## config.mk

```make
export PLATFORM = sky130hd
export DESIGN_NAME = imac_unit
export DESIGN_NICKNAME = d
export VERILOG_FILES = /design/src/rtl/imac_pkg.sv /design/src/rtl/imac_mult.sv /design/src/rtl/imac_accum.sv /design/src/rtl/imac_sat.sv /design/src/rtl/imac_unit.sv
export SDC_FILE = /design/constraint.sdc
export NUM_CORES = 2
export LEC_CHECK = 0
export BUFFER_PORTS_ARGS = -buffer_cell sky130_fd_sc_hd__buf_2
export CAP_MARGIN = 20
export CORE_UTILIZATION = 35
export DETAILED_ROUTE_END_ITERATION = 8
export PLACE_DENSITY_LB_ADDON = 0.12
export SYNTH_ARGS = -nofsm -noshare
export SYNTH_HDL_FRONTEND = slang
export SYNTH_HIERARCHICAL = 1
export SYNTH_SLANG_ARGS = --single-unit
```

## constraint.sdc

```tcl
create_clock -name clk -period 14.4 [get_ports clk]
set_clock_uncertainty 0.2 [all_clocks]
set_input_delay 2.88 -clock clk [delete_from_list [all_inputs] [get_ports clk]]
set_output_delay 2.88 -clock clk [all_outputs]
set_load 0.01 [all_outputs]
```

## src/rtl/imac_pkg.sv

```systemverilog
package imac_pkg;

   typedef enum logic [1:0] {
      OP_MUL  = 2'b00,
      OP_MADD = 2'b01,
      OP_MSUB = 2'b10,
      OP_RSVD = 2'b11
   } mac_op_e;

   typedef struct packed {
      logic    sg;
      logic    sat;
      mac_op_e op;
      logic    wide;
   } mac_ctrl_t;

endpackage

```

## src/rtl/imac_mult.sv

```systemverilog
module imac_mult
   import imac_pkg::*;
#(
   parameter int XLEN    = 32,
   parameter int MUL_REG = 1
) (
   input  logic                      clk,
   input  logic                      rst_n,
   input  logic                      vld_i,
   input  logic [XLEN-1:0]           a_i,
   input  logic [XLEN-1:0]           b_i,
   input  logic [2*XLEN-1:0]         acc_i,
   input  mac_ctrl_t                 ctrl_i,
   output logic                      vld_o,
   output logic signed [2*XLEN+1:0]  prod_o,
   output logic [2*XLEN-1:0]         acc_o,
   output mac_ctrl_t                 ctrl_o
);
   localparam int PW = 2*XLEN + 2;

   logic signed [XLEN:0]  ax, bx;
   logic signed [PW-1:0]  prod_c;

   // one extra bit per operand lets a single signed multiplier serve both modes
   assign ax     = {ctrl_i.sg & a_i[XLEN-1], a_i};
   assign bx     = {ctrl_i.sg & b_i[XLEN-1], b_i};
   assign prod_c = PW'(ax) * PW'(bx);

   generate
      if (MUL_REG != 0) begin : g_reg
         always_ff @(posedge clk or negedge rst_n) begin
            if (!rst_n) begin
               vld_o  <= 1'b0;
               prod_o <= '0;
               acc_o  <= '0;
               ctrl_o <= '0;
            end else begin
               vld_o <= vld_i;
               if (vld_i) begin
                  prod_o <= prod_c;
                  acc_o  <= acc_i;
                  ctrl_o <= ctrl_i;
               end
            end
         end
      end else begin : g_comb
         assign vld_o  = vld_i;
         assign prod_o = prod_c;
         assign acc_o  = acc_i;
         assign ctrl_o = ctrl_i;
      end
   endgenerate

endmodule

```

## src/rtl/imac_accum.sv

```systemverilog
module imac_accum
   import imac_pkg::*;
#(
   parameter int XLEN = 32
) (
   input  logic signed [2*XLEN+1:0] prod_i,
   input  logic [2*XLEN-1:0]        acc_i,
   input  mac_ctrl_t                ctrl_i,
   output logic signed [2*XLEN+1:0] sum_o
);
   localparam int EW = 2*XLEN + 2;

   logic signed [EW-1:0] acc_narrow, acc_wide, acc_x;

   assign acc_narrow = {{(XLEN+2){ctrl_i.sg & acc_i[XLEN-1]}}, acc_i[XLEN-1:0]};
   assign acc_wide   = {{2{ctrl_i.sg & acc_i[2*XLEN-1]}}, acc_i};
   assign acc_x      = ctrl_i.wide ? acc_wide : acc_narrow;

   always_comb begin
      unique case (ctrl_i.op)
         OP_MADD: sum_o = acc_x + prod_i;
         OP_MSUB: sum_o = acc_x - prod_i;
         default: sum_o = prod_i;
      endcase
   end

endmodule

```

## src/rtl/imac_sat.sv

```systemverilog
module imac_sat
   import imac_pkg::*;
#(
   parameter int XLEN = 32
) (
   input  logic signed [2*XLEN+1:0] val_i,
   input  mac_ctrl_t                ctrl_i,
   output logic [2*XLEN-1:0]        res_o,
   output logic                     ovf_o
);
   localparam int EW = 2*XLEN + 2;
   localparam int DW = 2*XLEN;

   logic neg, fit_sn, fit_sw, fit_un, fit_uw, fits;
   logic [DW-1:0] wrap, clamp;

   assign neg = val_i[EW-1];

   // signed fits when every bit from the destination sign bit upward agrees
   assign fit_sn = (&val_i[EW-1:XLEN-1]) | ~(|val_i[EW-1:XLEN-1]);
   assign fit_sw = (&val_i[EW-1:DW-1])   | ~(|val_i[EW-1:DW-1]);
   // unsigned fits when nothing is set above the destination
   assign fit_un = ~(|val_i[EW-1:XLEN]);
   assign fit_uw = ~(|val_i[EW-1:DW]);

   always_comb begin
      unique case ({ctrl_i.sg, ctrl_i.wide})
         2'b11:   fits = fit_sw;
         2'b10:   fits = fit_sn;
         2'b01:   fits = fit_uw;
         default: fits = fit_un;
      endcase
   end

   assign wrap = ctrl_i.wide ? val_i[DW-1:0] : {{XLEN{1'b0}}, val_i[XLEN-1:0]};

   always_comb begin
      clamp = '0;
      if (ctrl_i.sg) begin
         if (ctrl_i.wide) clamp = neg ? {1'b1, {(DW-1){1'b0}}} : {1'b0, {(DW-1){1'b1}}};
         else             clamp = neg ? {{XLEN{1'b0}}, 1'b1, {(XLEN-1){1'b0}}}
                                      : {{XLEN{1'b0}}, 1'b0, {(XLEN-1){1'b1}}};
      end else if (!neg) begin
         if (ctrl_i.wide) clamp = '1;
         else             clamp = {{XLEN{1'b0}}, {XLEN{1'b1}}};
      end
   end

   assign ovf_o = ~fits;
   assign res_o = (ctrl_i.sat && !fits) ? clamp : wrap;

endmodule

```

## src/rtl/imac_unit.sv

```systemverilog
module imac_unit
   import imac_pkg::*;
#(
   parameter int XLEN    = 32,
   parameter int MUL_REG = 1
) (
   input  logic                clk,
   input  logic                rst_n,
   input  logic                in_valid,
   input  logic [XLEN-1:0]     src_a,
   input  logic [XLEN-1:0]     src_b,
   input  logic [2*XLEN-1:0]   acc,
   input  logic                is_signed,
   input  logic                sat_en,
   input  logic [1:0]          op,
   input  logic                wide,
   output logic                out_valid,
   output logic [2*XLEN-1:0]   result,
   output logic                ovf
);
   localparam int EW = 2*XLEN + 2;

   generate
      if (XLEN < 4) begin : g_bad_xlen
         $error("imac_unit: XLEN must be at least 4");
      end
      if (MUL_REG != 0 && MUL_REG != 1) begin : g_bad_reg
         $error("imac_unit: MUL_REG must be 0 or 1");
      end
   endgenerate

   mac_ctrl_t            ctrl_in, ctrl_m;
   logic                 vld_m;
   logic signed [EW-1:0] prod_m, sum_m;
   logic [2*XLEN-1:0]    acc_m, res_m;
   logic                 ovf_m;

   assign ctrl_in = '{sg: is_signed, sat: sat_en, op: mac_op_e'(op), wide: wide};

   imac_mult #(.XLEN(XLEN), .MUL_REG(MUL_REG)) u_mult (
      .clk    (clk),
      .rst_n  (rst_n),
      .vld_i  (in_valid),
      .a_i    (src_a),
      .b_i    (src_b),
      .acc_i  (acc),
      .ctrl_i (ctrl_in),
      .vld_o  (vld_m),
      .prod_o (prod_m),
      .acc_o  (acc_m),
      .ctrl_o (ctrl_m)
   );

   imac_accum #(.XLEN(XLEN)) u_accum (
      .prod_i (prod_m),
      .acc_i  (acc_m),
      .ctrl_i (ctrl_m),
      .sum_o  (sum_m)
   );

   imac_sat #(.XLEN(XLEN)) u_sat (
      .val_i  (sum_m),
      .ctrl_i (ctrl_m),
      .res_o  (res_m),
      .ovf_o  (ovf_m)
   );

   always_ff @(posedge clk or negedge rst_n) begin
      if (!rst_n) begin
         out_valid <= 1'b0;
         result    <= '0;
         ovf       <= 1'b0;
      end else begin
         out_valid <= vld_m;
         if (vld_m) begin
            result <= res_m;
            ovf    <= ovf_m;
         end
      end
   end

endmodule

```

==> results <==
- The flow ran to the end, and the final reports show no timing, DRC or antenna violations.
- The most used cell along the critical path is fa_1.
- The number of global-route vias before repair is about 42,000.
- The biggest fanout along the worst timing path is 19.
- After clock tree synthesis, the flow added hold-fix buffers numbering 0.
- The height of the die is 392 um.
- The core region is roughly 150,000 um2.
- The share of post-route cells with drive strength above 1 is approximately a tenth.
- Port buffering added about 200 buffers.
- Dividing the detail-routed wire length by the instance count gives around 22 um.
- Summing the areas of all compound-gate instances in the mapped netlist gives 7.93% of the synthesized area.
- The count of antenna-violating nets left after detailed routing is 0.
- Prior to clock tree synthesis, the placed netlist has a worst setup slack of 2.37 ns.
- In this run the number of H-tree levels came out at 1.
- The worst setup path is launched from a primary input.
- The netlist area before placement is between 50,000 and 60,000 um2.
- The wire-length estimate of the detail-placed layout is 135,000 um.
- Ranked by total cell area, the synthesized netlist is headed by fa_1 (43%), dfrtp_1 (9.5%), inv_1 (8.1%), ha_1 (6.7%), nand2_1 (6.2%).
- In the final layout, the multi-input gates occupy 42,700 um2.
- TritonCTS created 24 clock buffers.
- The clock period minus final worst setup slack is about 11 ns.
- The number of maximum-capacitance constraint violations is 0.
- Counting every instance in the synthesized netlist gives 5,797.
- For hold timing, the worst endpoint is result[1].
- In this run the mean area of a mapped cell was between 9 and 10 um2.
- The cell with the largest stage delay on the worst path is and2_1.
- The setup path with the least slack is of type in -> reg.
- The cell row count is around 140.
- The cell count of the worst hold path is 1.
- After synthesis, the share of flip-flops with an asynchronous set or reset is between 90% and 100%.
- The cell count after placement is between 7,000 and 8,000.
- The maximum clock rate is ~87 MHz.
- The global-route wire length before repair is approximately 270,000 um.
- The initial core utilization is between 30% and 40%.
- The post-layout worst setup margin is ~2.9 ns.
- The worst register-to-register path ends at result[31].
- The class of the tightest hold or removal check is reg -> reg.
- In the synthesized netlist, the cells that appear most often are inv_1 (1,148), fa_1 (1,146), nand2_1 (886), and2_1 (389), ha_1 (286).
- The Yosys warning count is 6.
- Dividing the detail-routed via count by the number of cells gives just over 5.
- The fraction of synthesized cell area in xor and xnor cells is ~3.2%.
- The largest single stage delay on the critical path is 0.86 ns.
- For this run, the total global-route usage over all layers was measured as 22.8%.
- Across the whole layout, storage elements account for about 5000 um2.
- The number of gates resized after cts is 0.
- The share of the Yosys chip area taken by registers is about a tenth.
- The horizontal extent of the die is approximately 400 um.
- Of the post-synthesis cell area, the part taken by muxes is ~4.4%.
- The net count of the mapped netlist is 7,365.
- Of the available clock period, the critical path in the final layout requires between 70% and 80%.
- The die outline area is about 150,000 um2.
- CTS placed an instance of clkbuf_16 at the clock tree root.
- The dominant cell by count in the synthesized netlist is inv_1.
- The reg2reg setup slack is 5.23 ns.
- The total I/O pin count is a little over 200.
- The total of endpoints with negative setup slack in the final report is 0.
- The number of antenna violations at the first check in global routing is 6.
- The total detailed-routing wirelength is 171,000 um.
- After synthesis the netlist holds a flip-flop and latch count of just over 200.
- The worst setup path startpoint is is_signed.
- The startpoint identified for the worst hold timing path is result[1].
- The CTS clock-pin slew for the worst setup and hold paths is about 0.060 ns.
- The critical path data required time is approximately 15 ns.
- Compared with the post-synthesis result, the final layout area differs by 6.60%.
- The max-slew violation count is 0.
- The via count is a little under 40,000.
- The number of setup buffers added after CTS is 0.
- Counting flops with a built-in enable in the synthesized netlist gives 0.
- Excluding fillers, the count of instances in the completed layout stands at slightly below 8,000.
- After synthesis, the netlist uses slightly above 100 different library cells.
- The worst register-to-register path has a depth of 25.
- The number of hold violations in the final report was 0.
- After the first detailed-routing iteration, the DRC count stood at about 2,500.
- The congestion estimate from routability-driven global placement came to between 0.8 and 0.9.
- The top-area cell type share of the netlist area is 43.0%.
- The type of element capturing the critical path is a flop.
- The clock insertion delay at the later pin of the skew report is about 0.55 ns.
- By area, the combinational part of the netlist is dominated by adder cells.
- The sink count of the clock tree is a little over 200.
- The number of inserted filler cells in the final layout is 15,500.
- In this run the tightest slew margin relative to its limit is roughly 22%.
- The detailed-router iteration count before antenna repair is 5.
- At the pin with the least slew margin, the transition time is ~1.2 ns.
- For this run, design rule violations remaining after detail routing come to 0.
- TritonCTS built the clock tree.
- The clock passes through at most 3 buffers.
- Summed over all instances, the cell type with the most area after synthesis is fa_1.
- Entering global routing, the biggest net connects 108 pins.
- Setup repair after global routing left no endpoint under its margin.
- The total overflow left after global routing is 0.
- The setup total negative slack is 0 ns.
- The net count of the finished layout is 7,339.
- The source of the worst register-to-register timing path is u_mult/prod_o[30].
- The most used flip-flop cell after synthesis is dfrtp_1.
- The area fraction in and, or, nand and nor cells after synthesis is roughly 15%.
- The fraction of the core area covered by cells at the end of the flow is a little under two fifths.
- Data arrives at the worst endpoint at between 10 and 15 ns.
- Summing the areas of all fa, ha and maj instances in the mapped netlist gives roughly half of the synthesized area.
==> state kept, by name, summed over array words and instances (netlist names) <==
register / flops
u_mult/prod_o: 66
result: 64
u_mult/acc_o: 64
u_mult/ctrl_o: 5
out_valid: 1
ovf: 1
u_mult/vld_o: 1
==> placed cells by master, fill, tap and decap left out, drive strengths merged, types with 8 or more instances in the layout <==
cell type	synthesis	routed
inv	1150	1152
fa	1146	1146
nand2	888	888
and2	394	394
ha	286	286
buf	34	257
dfrtp	202	202
a21oi	198	198
mux2	186	186
o21ai	154	154
nor2	140	140
xnor2	131	131
a21o	128	128
xor2	61	61
nand4	46	46
nor3	42	42
a31oi	32	32
clkbuf	275	32
nand3	25	25
nor4	25	25
and3	21	21
o21bai	19	19
nor2b	17	17
or3	17	17
nand2b	16	16
o21a	15	15
o31ai	15	15
a211oi	12	12
a31o	10	10
or4	8	8
==> kinds of logic (layout without fill, tap and decap cells) <==
kind of cell / after synthesis / after routing
XOR/XNOR: 192 / 192
AND/OR/NAND/NOR: 1665 / 1665
other: 0 / 2
flip-flops: 202 / 202
buffers and inverters: 1459 / 1450
multiplexers: 191 / 191
AO/OA/AOI/OAI: 656 / 656
adder cells (fa/ha/maj): 1432 / 1432
==> worst max-delay path, delay by kind of cell <==
family	cells	cell delay (ns)
fa+ha+maj	9	4.46
compound gates	8	1.68
simple gates	4	1.58
buf+inv	6	1.13
==> metrics by stage <==
stage               cell area (um2)  hold WS, ns
floorplan                     53400        0.190
global placement              56000        0.293
detailed placement            56000        0.293
CTS                           56900        0.307
global route                  56900        0.324
finish                        56900        0.305
==> worst max-delay path by stage <==
stage	end	cells after the start	slack (ns)
2_1_floorplan	u_mult/prod_o[65]	28	3.74
3_5_place_dp	u_mult/prod_o[63]	27	2.37
4_1_cts	u_mult/prod_o[63]	27	2.88
5_1_grt	u_mult/prod_o[63]	27	2.41
6_report	u_mult/prod_o[63]	27	2.91
3_3_place_gp	u_mult/prod_o[63]	27	2.43
==> per-layer routing <==
layer | global-route usage [%] | wire [um]
met5 | 0 | 31
met1 | 33.1 | 81000
met4 | 3.67 | 2710
met3 | 2.28 | 8760
met2 | 37.3 | 78800
==> area by class of cell <==
type	count	area share, %
Antenna cell	2	0.00880
Inverter	1150	7.60
Multi-Input combinational cell	4136	75.1
Clock inverter	11	0.207
Timing Repair Buffer	257	2.55
Clock buffer	32	1.23
Tap cell	2016	4.44
Sequential cell	202	8.89
Power is not shown: default switching activity piles up to over one toggle a cycle in this logic, so the estimate is an artifact.
